$ cat src/rtl/i2c_rf_pkg.sv
package i2c_rf_pkg;
  localparam logic [7:0] OFS_DATA  = 8'h00;
  localparam logic [7:0] OFS_STAT  = 8'h04;
  localparam logic [7:0] OFS_CTRL  = 8'h08;
  localparam logic [7:0] OFS_DLO   = 8'h0C;
  localparam logic [7:0] OFS_DHI   = 8'h10;
  localparam logic [7:0] OFS_OWN   = 8'h14;
  localparam logic [7:0] OFS_RXLVL = 8'h18;
  localparam logic [7:0] OFS_TXLVL = 8'h1C;
  localparam logic [7:0] OFS_RXCNT = 8'h20;
  localparam logic [7:0] OFS_TXCNT = 8'h24;

  localparam int CB_RESET    = 8;
  localparam int CB_COMBINED = 10;
  localparam logic [10:0] CTRL_KEEP = 11'h4FF;

  localparam int TX_W = 10;
  localparam int RX_W = 8;
  localparam int IRQ_N = 6;
endpackage

$ cat src/rtl/i2c_rf_fifo.sv
module i2c_rf_fifo #(
  parameter int W     = 8,
  parameter int DEPTH = 4
) (
  input  logic                       clk,
  input  logic                       rst,
  input  logic                       flush,
  input  logic                       push,
  input  logic [W-1:0]               din,
  input  logic                       pop,
  output logic [W-1:0]               dout,
  output logic                       full,
  output logic                       empty,
  output logic [$clog2(DEPTH+1)-1:0] level
);
  localparam int PW = (DEPTH > 1) ? $clog2(DEPTH) : 1;
  localparam int LW = $clog2(DEPTH+1);

  logic [W-1:0]  mem [DEPTH];
  logic [PW-1:0] wp, rp;
  logic [LW-1:0] cnt;
  logic          push_ok, pop_ok;

  assign full    = (cnt == LW'(DEPTH));
  assign empty   = (cnt == '0);
  assign level   = cnt;
  assign push_ok = push && !full;
  assign pop_ok  = pop && !empty;
  assign dout    = mem[rp];

  function automatic logic [PW-1:0] nxt(input logic [PW-1:0] p);
    return (p == PW'(DEPTH-1)) ? '0 : p + 1'b1;
  endfunction

  always_ff @(posedge clk) begin
    if (push_ok) mem[wp] <= din;
  end

  always_ff @(posedge clk) begin
    if (rst || flush) begin
      wp  <= '0;
      rp  <= '0;
      cnt <= '0;
    end else begin
      if (push_ok) wp <= nxt(wp);
      if (pop_ok)  rp <= nxt(rp);
      cnt <= cnt + LW'(push_ok) - LW'(pop_ok);
    end
  end
endmodule

$ cat src/rtl/i2c_rf_rstseq.sv
module i2c_rf_rstseq #(
  parameter int RST_LEN = 4
) (
  input  logic clk,
  input  logic rst,
  input  logic start,
  output logic busy
);
  localparam int CW = $clog2(RST_LEN+1);
  logic [CW-1:0] cnt;

  always_ff @(posedge clk) begin
    if (rst)               cnt <= '0;
    else if (start)        cnt <= CW'(RST_LEN);
    else if (cnt != '0)    cnt <= cnt - 1'b1;
  end

  assign busy = (cnt != '0);
endmodule

$ cat src/rtl/i2c_rf_irq.sv
module i2c_rf_irq #(
  parameter int N = 6
) (
  input  logic         clk,
  input  logic         rst,
  input  logic [N-1:0] flags,
  input  logic [N-1:0] enables,
  output logic         irq
);
  logic [N-1:0] hit;

  for (genvar i = 0; i < N; i++) begin : g_pair
    assign hit[i] = flags[i] & enables[i];
  end

  always_ff @(posedge clk) begin
    if (rst) irq <= 1'b0;
    else     irq <= |hit;
  end
endmodule

$ cat src/rtl/i2c_regfront.sv
module i2c_regfront
  import i2c_rf_pkg::*;
#(
  parameter int ADDR_W  = 8,
  parameter int DEPTH   = 4,
  parameter int RST_LEN = 4,
  parameter int CNT_W   = 16,
  parameter int DIV_W   = 10,
  parameter int ADR_W   = 7,
  parameter logic [DIV_W-1:0] DIV_RST = '1
) (
  input  logic              clk,
  input  logic              rst,
  input  logic [ADDR_W-1:0] bus_addr,
  input  logic              bus_wr,
  input  logic              bus_rd,
  input  logic [31:0]       bus_wdata,
  output logic [31:0]       bus_rdata,
  output logic              eng_tx_valid,
  output logic [9:0]        eng_tx_data,
  input  logic              eng_tx_pop,
  input  logic              eng_rx_push,
  input  logic [7:0]        eng_rx_data,
  input  logic              eng_done_set,
  input  logic              eng_arb_set,
  input  logic              eng_nak,
  input  logic              eng_need_data,
  input  logic              eng_busy,
  input  logic              eng_scl,
  input  logic              eng_sda,
  output logic              eng_reset,
  output logic              eng_combined,
  output logic [DIV_W-1:0]  scl_lo_div,
  output logic [DIV_W-1:0]  scl_hi_div,
  output logic [ADR_W-1:0]  own_addr,
  output logic              irq
);
  localparam int LVL_W = $clog2(DEPTH+1);

  function automatic logic hit(input logic [7:0] ofs);
    return bus_addr == ADDR_W'(ofs);
  endfunction

  logic wr_data, rd_data, wr_stat, wr_ctrl;
  assign wr_data = bus_wr && hit(OFS_DATA);
  assign rd_data = bus_rd && hit(OFS_DATA);
  assign wr_stat = bus_wr && hit(OFS_STAT);
  assign wr_ctrl = bus_wr && hit(OFS_CTRL);

  logic busy;
  i2c_rf_rstseq #(.RST_LEN(RST_LEN)) u_rstseq (
    .clk(clk), .rst(rst),
    .start(wr_ctrl && bus_wdata[CB_RESET]),
    .busy(busy)
  );
  assign eng_reset = busy;

  logic [TX_W-1:0]  tx_head;
  logic             tx_full, tx_empty;
  logic [LVL_W-1:0] tx_level;
  i2c_rf_fifo #(.W(TX_W), .DEPTH(DEPTH)) u_txq (
    .clk(clk), .rst(rst), .flush(busy),
    .push(wr_data), .din(bus_wdata[TX_W-1:0]),
    .pop(eng_tx_pop), .dout(tx_head),
    .full(tx_full), .empty(tx_empty), .level(tx_level)
  );
  assign eng_tx_valid = !tx_empty && !busy;
  assign eng_tx_data  = tx_head;

  logic [RX_W-1:0]  rx_head;
  logic             rx_full, rx_empty;
  logic [LVL_W-1:0] rx_level;
  i2c_rf_fifo #(.W(RX_W), .DEPTH(DEPTH)) u_rxq (
    .clk(clk), .rst(rst), .flush(busy),
    .push(eng_rx_push), .din(eng_rx_data),
    .pop(rd_data), .dout(rx_head),
    .full(rx_full), .empty(rx_empty), .level(rx_level)
  );

  logic done_q, arb_q;
  always_ff @(posedge clk) begin
    if (rst || busy) begin
      done_q <= 1'b0;
      arb_q  <= 1'b0;
    end else begin
      if (eng_done_set)                done_q <= 1'b1;
      else if (wr_stat && bus_wdata[0]) done_q <= 1'b0;
      if (eng_arb_set)                 arb_q <= 1'b1;
      else if (wr_stat && bus_wdata[1]) arb_q <= 1'b0;
    end
  end

  logic [CNT_W-1:0] rx_cnt, tx_cnt;
  always_ff @(posedge clk) begin
    if (rst || busy) begin
      rx_cnt <= '0;
      tx_cnt <= '0;
    end else begin
      if (eng_rx_push)                rx_cnt <= rx_cnt + 1'b1;
      if (eng_tx_pop && eng_tx_valid) tx_cnt <= tx_cnt + 1'b1;
    end
  end

  logic [10:0] ctrl_q;
  always_ff @(posedge clk) begin
    if (rst) begin
      ctrl_q     <= '0;
      scl_lo_div <= DIV_RST;
      scl_hi_div <= DIV_RST;
      own_addr   <= '0;
    end else if (bus_wr) begin
      if (hit(OFS_CTRL)) ctrl_q     <= bus_wdata[10:0] & CTRL_KEEP;
      if (hit(OFS_DLO))  scl_lo_div <= bus_wdata[DIV_W-1:0];
      if (hit(OFS_DHI))  scl_hi_div <= bus_wdata[DIV_W-1:0];
      if (hit(OFS_OWN))  own_addr   <= bus_wdata[ADR_W-1:0];
    end
  end
  assign eng_combined = ctrl_q[CB_COMBINED];

  logic [31:0] stat_w;
  always_comb begin
    stat_w     = '0;
    stat_w[0]  = done_q;
    stat_w[1]  = arb_q;
    stat_w[2]  = eng_nak;
    stat_w[3]  = eng_need_data;
    stat_w[5]  = eng_busy;
    stat_w[6]  = eng_scl;
    stat_w[7]  = eng_sda;
    stat_w[8]  = rx_full;
    stat_w[9]  = rx_empty;
    stat_w[10] = tx_full;
    stat_w[11] = tx_empty;
  end

  logic [31:0] rd_mux;
  always_comb begin
    rd_mux = '0;
    if      (hit(OFS_DATA))  rd_mux = rx_empty ? '0 : 32'(rx_head);
    else if (hit(OFS_STAT))  rd_mux = stat_w;
    else if (hit(OFS_CTRL))  rd_mux = 32'(ctrl_q) | (32'(busy) << CB_RESET);
    else if (hit(OFS_DLO))   rd_mux = 32'(scl_lo_div);
    else if (hit(OFS_DHI))   rd_mux = 32'(scl_hi_div);
    else if (hit(OFS_OWN))   rd_mux = 32'(own_addr);
    else if (hit(OFS_RXLVL)) rd_mux = 32'(rx_level);
    else if (hit(OFS_TXLVL)) rd_mux = 32'(tx_level);
    else if (hit(OFS_RXCNT)) rd_mux = 32'(rx_cnt);
    else if (hit(OFS_TXCNT)) rd_mux = 32'(tx_cnt);
  end

  always_ff @(posedge clk) begin
    if (rst)         bus_rdata <= '0;
    else if (bus_rd) bus_rdata <= rd_mux;
  end

  i2c_rf_irq #(.N(IRQ_N)) u_irq (
    .clk(clk), .rst(rst),
    .flags({!rx_empty, rx_full, eng_need_data, eng_nak, arb_q, done_q}),
    .enables({ctrl_q[6], ctrl_q[5], ctrl_q[3], ctrl_q[2], ctrl_q[1], ctrl_q[0]}),
    .irq(irq)
  );
endmodule

$ cat config.mk
export PLATFORM = sky130hd
export DESIGN_NAME = i2c_regfront
export DESIGN_NICKNAME = d
export VERILOG_FILES = /design/src/rtl/i2c_rf_pkg.sv /design/src/rtl/i2c_rf_fifo.sv /design/src/rtl/i2c_rf_rstseq.sv /design/src/rtl/i2c_rf_irq.sv /design/src/rtl/i2c_regfront.sv
export SDC_FILE = /design/constraint.sdc
export NUM_CORES = 1
export LEC_CHECK = 0
export BUFFER_PORTS_ARGS = -buffer_cell sky130_fd_sc_hd__buf_2
export CORE_MARGIN = 4
export CORE_UTILIZATION = 61
export DETAILED_ROUTE_END_ITERATION = 7
export PLACE_DENSITY = 0.84
export SYNTH_ARGS = -nofsm -noshare
export SYNTH_HDL_FRONTEND = slang
export SYNTH_SLANG_ARGS = --single-unit
$ cat constraint.sdc
create_clock -name clk -period 5.3 [get_ports clk]
set_input_delay 0.53 -clock clk [delete_from_list [all_inputs] [get_ports clk]]
set_output_delay 0.53 -clock clk [all_outputs]
set_load 0.02 [all_outputs]
* Yosys cells after proc, flatten, opt, wreduce, memory -nomap -nowiden
Memories as Yosys holds them, arrays and structs flattened. A register that Yosys moved wholly into a read port is not among the register bits.
Cells that the tools add are included.
** Storage, ports and cells
- Memories :: 2
- Output and inout port bits :: 73
- Memory bits (read-only) :: 0
- Bits in registers :: 120
- Bits in latches :: 0
- Bits in writable memories :: 72
- Input port bits :: 61
** Cells by class
- Equality and inequality tests :: 15
- $lt $le $gt $ge :: 0
- Bitwise gates (word level) :: 7
- Mux-type cells :: 29
- Reduce and logical (&&, ||, !) cells :: 32
- Multipliers :: 0
- Div/mod/pow operators :: 0
- Shift-type cells :: 0
- Add/sub/neg operators :: 11
** Memories
- u_txq.mem :: words 4, bits a word 10, read ports 1, clocked after memory_dff 1, wr ports 1, RTL line i2c_rf_fifo.sv:19 : logic [W-1:0] mem [DEPTH];
- u_rxq.mem :: words 4, bits a word 8, read ports 1, clocked after memory_dff 1, wr ports 1, RTL line i2c_rf_fifo.sv:19
** Operators by type and width (count)
- 2-to-1 mux 16 bit :: 10
- adder 16 x 1 -> 16 bit (second input constant) :: 2
- == test 8 x 5 -> 1 bit (second input constant) :: 4
- == test 8 x 4 -> 1 bit (second input constant) :: 2
- == test 8 x 6 -> 1 bit (second input constant) :: 2
- 2-to-1 mux 2 bit :: 8
- logical AND 1 bit :: 13
- bitwise OR 11 x 9 -> 11 bit :: 1
- adder 2 x 1 -> 2 bit (second input constant) :: 4
- == test 2 bit (second input constant) :: 4
- == test 8 x 3 -> 1 bit (second input constant) :: 1
- zero test 8 bit :: 1
- 2-to-1 mux 1 bit :: 8
- 2-to-1 mux 8 bit :: 1
- AND reduction 2 bit :: 4
- adder 3 x 1 -> 3 bit :: 2
- bitwise AND 1 bit :: 6
- == test 3 bit (second input constant) :: 2
- zero test 3 bit :: 2
- 2-to-1 mux 3 bit :: 2
- nonzero test 2 bit :: 3
- OR reduction 6 bit :: 1
- subtractor 3 x 1 -> 3 bit :: 2
- zero test 1 bit :: 5
- other kinds (4) :: 4

* Depth between registers and ports, before layout
Gate-level depths: netlist of run 1.
- Depth after elaboration :: 11
- Mapped depth :: 11

* By module
A second synthesis of run 1 with hierarchy kept.
** Unflattened totals
- Cells, all modules :: 760
- Area, all modules :: 8260.4 sq um
** By module, submodules not included
- i2c_regfront :: area an instance 4463.0 sq um, cells each 535, seq. area each 1721.7 sq um, instances 1
- i2c_rf_fifo at u_txq :: area an instance 1931.9 sq um, cells each 106, seq. area each 1381.3 sq um, instances 1
- i2c_rf_fifo at u_rxq :: area an instance 1646.6 sq um, cells each 96, seq. area each 1141.1 sq um, instances 1
- i2c_rf_rstseq :: area an instance 170.2 sq um, cells each 18, seq. area each 60.1 sq um, instances 1
- i2c_rf_irq :: area an instance 48.8 sq um, cells each 5, seq. area each 20.0 sq um, instances 1

* Worst setup path before layout of run 1
No wires, ideal clock.
- Kind :: input to register
- Start point :: in bus_addr[4]
- End point :: reg u_rxq.cnt[2] (netlist: u_rxq.level[2])
- Library setup time :: 128 ps
- Arrival :: 2827 ps
- Stages :: 11
- Path slack :: 2345 ps
- Cell sequence :: or4_1 -> nor4_4 -> nand2_1 -> inv_1 -> ha_1 -> inv_1 -> ha_1 -> fa_1 -> xnor2_1 -> xnor2_1 -> nor2_1
** On the way
- Cells in the longest elaborated chain, start to end :: 4
** RTL lines
- start, declared :: RTL line i2c_regfront.sv:14 : input logic [ADDR_W-1:0] bus_addr,
- zero test 8 bit :: RTL line i2c_regfront.sv:41 : return bus_addr == ADDR_W'(ofs);
- logical AND 1 bit :: RTL line i2c_regfront.sv:46 : assign rd_data = bus_rd && hit(OFS_DATA);
- logical AND 1 bit :: RTL line i2c_rf_fifo.sv:28 : assign pop_ok = pop && !empty;
- net u_rxq.pop_ok :: RTL line i2c_rf_fifo.sv:22 : logic push_ok, pop_ok;
- subtractor 3 x 1 -> 3 bit :: RTL line i2c_rf_fifo.sv:47 : cnt <= cnt + LW'(push_ok) - LW'(pop_ok);
- end signal, assigned :: RTL line i2c_rf_fifo.sv:47
- end, declared :: RTL line i2c_rf_fifo.sv:21 : logic [LW-1:0] cnt;
The timed path passes the listed nets, and every way through them passes these cells.
A chain may end at the register's enable or synchronous reset.

* Final worst setup path of run 1
- Start point :: in bus_addr[3]
- End point :: reg u_rxq.cnt[2] (netlist: u_rxq.level[2])
Same word-level chain as after synthesis.

==> run summary, run 1 <==
# diodes = 0
Placer Congestion = 0.917
Aggregate global-route resource usage = 26.5%
CTS tree = yes
Average cell area after synthesis = 10.7 um^2
Net count, final = 927
Synth unique cells = 67
Number of enable flip-flop cells after synthesis = 72
Initial antenna violation count = 0
Final core utilization = 70.8%
CTS Hold Buffers Added = 0
Num CTS Buffers = 17
Root Driver = clkbuf_16
Peak VDD IR = 0.231 mV
Min Tclk post-route = 3.15 ns
Largest net degree at the start of global routing = 61
RSZ-0062 raised after global routing = false
Die height = 124 um
Fmax = 317 MHz
Remaining antenna violation count = 0
CTS resizes = 0
YS warnings = 0
Power Total = 3.17 mW
Worst Hold Slack = 0.315 ns
Mean number of vias per cell = 6.08
Area growth syn-to-layout = 13.6%
Sequential cell area fraction in the yosys report = 52.4%
Period utilization = 59.5%
Post-detailed-routing wire length = 20500 um
Crit-path max FO = 29
Die Area = 15400 um^2
Setup TNS = 0 ns
CTS H-Tree Depth = 4
Fin. max-slew vios = 0
Dpl hpwl = 14300 um
Initial core utilization = 62.3%
PortBufs = 96
Worst Setup Path Type = input pin to flop
Startpoint Class = input pin
Final worst setup slack = 2.15 ns
Overflow after GRT = 0
Max-cap violation count = 0
Slew headroom = 29.2%
Hold Path Class = input pin to flop
Flops & latches, synth = 180
Post-route DRC = 0
Global-route wire length before repair = 32400 um
Layout Skew = 0.00527 ns
Pwr Density = 338 nW/um^2
Routed via count = 6289
Core area = 13200 um^2
Final hold viol count = 0
Placement Setup Slack = 1.77 ns
Slew @ Worst Pin = 1.05 ns
Critical Path AT = 3.45 ns
Average routed wire per standard cell = 19.8 um
Mapped Area = 8250 um^2
Chip width = 124 um
DRT iter0 DRCs = 716
Synth Instances = 770
Boundary Pins = 134
1st-pass router iterations = 5
Row cnt = 42
Clock Path Buffers = 2
Vias in the first global route = 6159
Clk Latency, worst-skew pair = 0.43 ns
Post-CTS setup buffer count = 0
Main synth FF type = dfxtp_1
Sink Count = 180
Leak pwr = 3.55 nW
Status = finished clean
Layout cells sized above 1 = 19.3%
Clock slew at reported path FFs = 0.06 ns
Endpoints failing setup = 0
Ys async rst share = 0%
CP Capture Type = flop
CP Data Required Time = 5.60 ns
-- cell usage in the layout, fill, tap and decap left out, drive strengths merged, types with 5 or more instances in the layout --
master and instances:
a211o 11, a211oi 5, a21oi 37, a22oi 8, a31oi 7, and2 13
and3 6, buf 101, clkbuf 21, conb 16, dfxtp 108, edfxtp 72
ha 18, inv 34, mux2 6, mux2i 34, mux4 18, nand2 68
nand2b 7, nand3 21, nand3b 15, nand4 11, nor2 90, nor2b 7
nor3 12, nor4 5, o21ai 7, or3 8, xnor2 12, xor2 22
-- flip-flops by register name, indices dropped and copies added, names as in the netlist, 2 cells and up, named ones only --
signal	cells
bus_rdata	16
scl_hi_div	10
rx_cnt	16
own_addr	7
u_rxq.rp	2
u_txq.mem	40
u_rxq.wp	2
scl_lo_div	10
u_rstseq.cnt	3
u_txq.wp	2
u_txq.level	3
u_rxq.mem	32
u_rxq.level	3
u_txq.rp	2
ctrl_q	9
tx_cnt	16
-- power breakdown --
group | internal [mW] | switching (mW) | total (mW)
clock network | 0.770 | 0.525 | 1.29
logic | 0.107 | 0.235 | 0.343
registers | 1.49 | 0.0345 | 1.53
-- synthesized netlist by cell type, drive strengths merged, types with 2 or more instances --
cell type	n	area [um^2]
and2	13	81.3
dfxtp	108	2160
inv	33	124
edfxtp	72	2160
nor3b	2	15.0
o21ai	7	35.0
nor4b	3	41.3
nand4	11	68.8
mux2	6	67.6
nand3	21	105
buf	27	169
nand2b	7	43.8
xnor2	12	105
clkbuf	32	121
fa	2	40.0
nor2b	7	43.8
a21oi	37	185
o2111ai	2	17.5
o2bb2ai	2	17.5
a2bb2oi	2	17.5
a31o	4	35.0
nand3b	15	113
nand2	68	255
a211oi	5	37.5
mux4	18	405
or3	8	55.1
mux2i	34	340
a31oi	7	43.8
nor3	12	60.1
a22oi	8	60.1
o22ai	4	25.0
nor2	90	338
a2111o	2	22.5
a32oi	4	35.0
ha	18	225
xor2	22	193
a311oi	2	17.5
a211o	11	96.3
or4	2	15.0
and3	6	37.5
nor4	5	52.6
or2	2	12.5
-- final timing paths --
| check | end | from | depth (start not counted) | slack (ns) |
|---|---|---|---|---|
| worst min-delay path | u_rxq.mem[2][7] | eng_rx_data[7] | 1 | 0.31 |
| worst max register to register | u_txq.level[2] | u_txq.level[2] | 9 | 2.27 |
| worst max-delay path | u_rxq.level[2] | bus_addr[3] | 12 | 2.15 |
| worst min register to register | bus_rdata[2] | bus_rdata[2] | 2 | 0.48 |
-- layout make-up --
| class | count | area, um^2 |
|---|---|---|
| timing repair buffer | 101 | 518 |
| clock inverter | 11 | 153 |
| sequential | 180 | 4320 |
| clock buffer | 21 | 460 |
| fill | 976 | 3870 |
| multi-input combinational | 513 | 3570 |
| inverter | 33 | 124 |
| tap | 176 | 220 |
-- routing by layer --
layer	wire, um	share of wire, %	vias to the layer above	GRT usage (%)
li1	-	-	2884	-
met5	0	0	-	0
met3	1820	8.9	58	7.16
met2	9820	48	332	42.8
met1	8110	39	3015	33.6
met4	778	3.8	0	11.4
-- logic make-up (layout without fill, tap and decap cells) --
group | count (synthesis) | count (layout) | share of synthesized area, %
flip-flops | 180 | 180 | 52.4
AND/OR/NAND/NOR | 277 | 277 | 16.8
AO/OA/AOI/OAI | 108 | 108 | 9.03
XOR/XNOR | 34 | 34 | 3.61
multiplexers | 58 | 58 | 9.86
other | 1 | 16 | 0.0455
buffers and inverters | 92 | 166 | 5.02
adder cells (fa/ha/maj) | 20 | 20 | 3.22
-- through the flow --
stage / instance area, um^2 / std cells
floorplan: 8300 / 785
global placement: 8760 / 1003
detailed placement: 8760 / 1003
CTS: 9370 / 1035
global route: 9370 / 1035
finish: 9370 / 1035
-- worst max-delay path: stages --
cell and delay [ns]:
buf_2 0.29, or4_1 0.58, nor4_4 0.61, nand2_1 0.21
inv_1 0.10, ha_1 0.12, inv_1 0.04, ha_1 0.18
fa_1 0.39, xnor2_1 0.21, xnor2_1 0.14, nor2_1 0.05
Note: power is estimated with default switching activity, not from simulation.
==> run 2: changes to the inputs <==
Settings changed: CORE_UTILIZATION 61 to 51, PLACE_DENSITY 0.84 to 0.75.
Clock period 5.3 ns to 2.59 ns, I/O delays scaled along.
==> run summary, run 2 (synthesis gave the netlist of run 1 again) <==
1st-pass router iterations = 5
CTS H-Tree Depth = 4
Fill cells = 1333
Worst path slowest cell = nor3_1
Critical Path AT = 2.62 ns
Row cnt = 46
Aggregate global-route resource usage = 22.1%
Clk pwr share = 38.9%
Area growth syn-to-layout = 17.1%
Min Tclk post-route = 2.32 ns
Sequential share of power = 49.7%
P_sw = 1.72 mW
Mean number of vias per cell = 5.53
Peak VDD IR = 0.767 mV
Commonest non-fill, non-tap cell in the layout = dfxtp_1
Endpoints failing setup = 0
Net count, final = 954
Overflow after GRT = 0
Initial antenna violation count = 0
Status = finished clean
Boundary Pins = 134
Global-route wire length before repair = 31000 um
Remaining antenna violation count = 0
Final core utilization = 60.8%
Crit-path max FO = 5
Biggest register = u_txq.mem
Root Driver = clkbuf_16
Dpl hpwl = 14400 um
Clock slew at reported path FFs = 0.07 ns
Die Area = 18300 um^2
Num CTS Buffers = 17
Largest regs = u_txq.mem (40), u_rxq.mem (32)
Vias in the first global route = 5641
Fmax = 431 MHz
Max stage delay on crit path = 0.42 ns
CP Capture Type = flop
# diodes = 0
Average routed wire per standard cell = 17.9 um
Layout cells sized above 1 = 22.1%
Slew headroom = 56.3%
Period utilization = 89.6%
Clock Path Buffers = 2
Max-cap violation count = 0
CP Data Required Time = 2.89 ns
Core area = 15900 um^2
Final hold viol count = 0
Fin. max-slew vios = 0
Post-route DRC = 0
Chip width = 135 um
Comb power frac = 11.4%
Int Pwr = 4.56 mW
Die height = 135 um
Post-CTS setup buffer count = 0
CTS tree = yes
Pwr Density = 651 nW/um^2
Most frequent cells in the layout = dfxtp_1 (108), buf_2 (96), nor2_1 (90)
Startpoint Class = flop
Critical path's top delay family = adder cells
PortBufs = 96
Post-detailed-routing wire length = 19800 um
Critical path buffers and inverters = 2
Largest net degree at the start of global routing = 60
CTS Hold Buffers Added = 0
Leak pwr = 3.68 nW
Layout Skew = 0.0102 ns
Flip-flop count of the largest register after layout = 40
Placement Setup Slack = -0.00311 ns
Initial core utilization = 51.9%
CTS resizes = 0
Critical Path, Cell by Cell = nor3_1, nor4_4, nand2_1, inv_1, ha_1, inv_1, ha_1, fa_1, xnor2_1, xnor2_1, nor2_1
Sw Ratio = 27.4%
Routed via count = 6093
Sink Count = 180
Clk Latency, worst-skew pair = 0.43 ns
Placer Congestion = 0.891
Worst Setup Path Type = flop to flop
RSZ-0062 raised after global routing = false
DRT iter0 DRCs = 507
Slew @ Worst Pin = 0.655 ns
Final worst setup slack = 0.270 ns
Hold Path Class = input pin to flop
-- run 2: changes by cell type in the layout (fill, tap and decap cells not counted), moves of 2 or more --
cell,change
clkbuf_8,-2
buf_12,+6
inv_6,+3
buf_4,+21
clkbuf_1,-2
bufinv_16,-3
inv_8,+3
-- run 2: layout make-up --
| cell class | instances | area [um^2] | area share (%) |
|---|---|---|---|
| well taps | 216 | 270 | 2.80 |
| clock buffers | 17 | 425 | 4.41 |
| inverters | 33 | 124 | 1.28 |
| flip-flops and latches | 180 | 4320 | 44.8 |
| clock inverters | 15 | 141 | 1.46 |
| repair buffers | 128 | 796 | 8.24 |
| multi-input cells | 513 | 3570 | 37.0 |
-- run 2: stage by stage --
stage          TNS (ns)  power [mW]  cells  area (um^2)  hold WS, ns
5_1_grt               0        6.55   1102         9660       0.0242
4_1_cts               0        6.32   1102         9660       0.0261
3_5_place_dp   -0.00311        3.90   1070         9090        0.448
2_1_floorplan         0        3.66    785         8310        0.352
6_report              0        6.29   1102         9660       0.0379
3_3_place_gp          0        3.88   1070         9090        0.444
-- run 2: final timing paths --
kind / start / end / slack [ns] / cells past startpoint
max: u_rxq.level[1] / u_rxq.level[2] / 0.27 / 11
min: eng_rx_data[3] / u_rxq.mem[3][3] / 0.04 / 1
max reg2reg: u_rxq.level[1] / u_rxq.level[2] / 0.27 / 11
min reg2reg: ctrl_q[7] / ctrl_q[7] / 0.46 / 2
-- run 2: power by group through the flow --
stage	sequential [mW]	combinational, mW	clock [mW]
global route	3.13	0.797	2.62
detailed placement	3.19	0.714	0
global placement	3.18	0.697	0
finish	3.12	0.719	2.44
floorplan	3.17	0.490	0
CTS	3.12	0.719	2.48
-- run 2: layer usage --
layer | part of all wire (%) | track usage [%] | vias up
li1 | - | - | 2926
met1 | 43 | 30.3 | 2894
met2 | 47 | 35.3 | 247
met3 | 7.7 | 4.79 | 26
met4 | 1.7 | 6.77 | 0
met5 | 0 | 0 | -
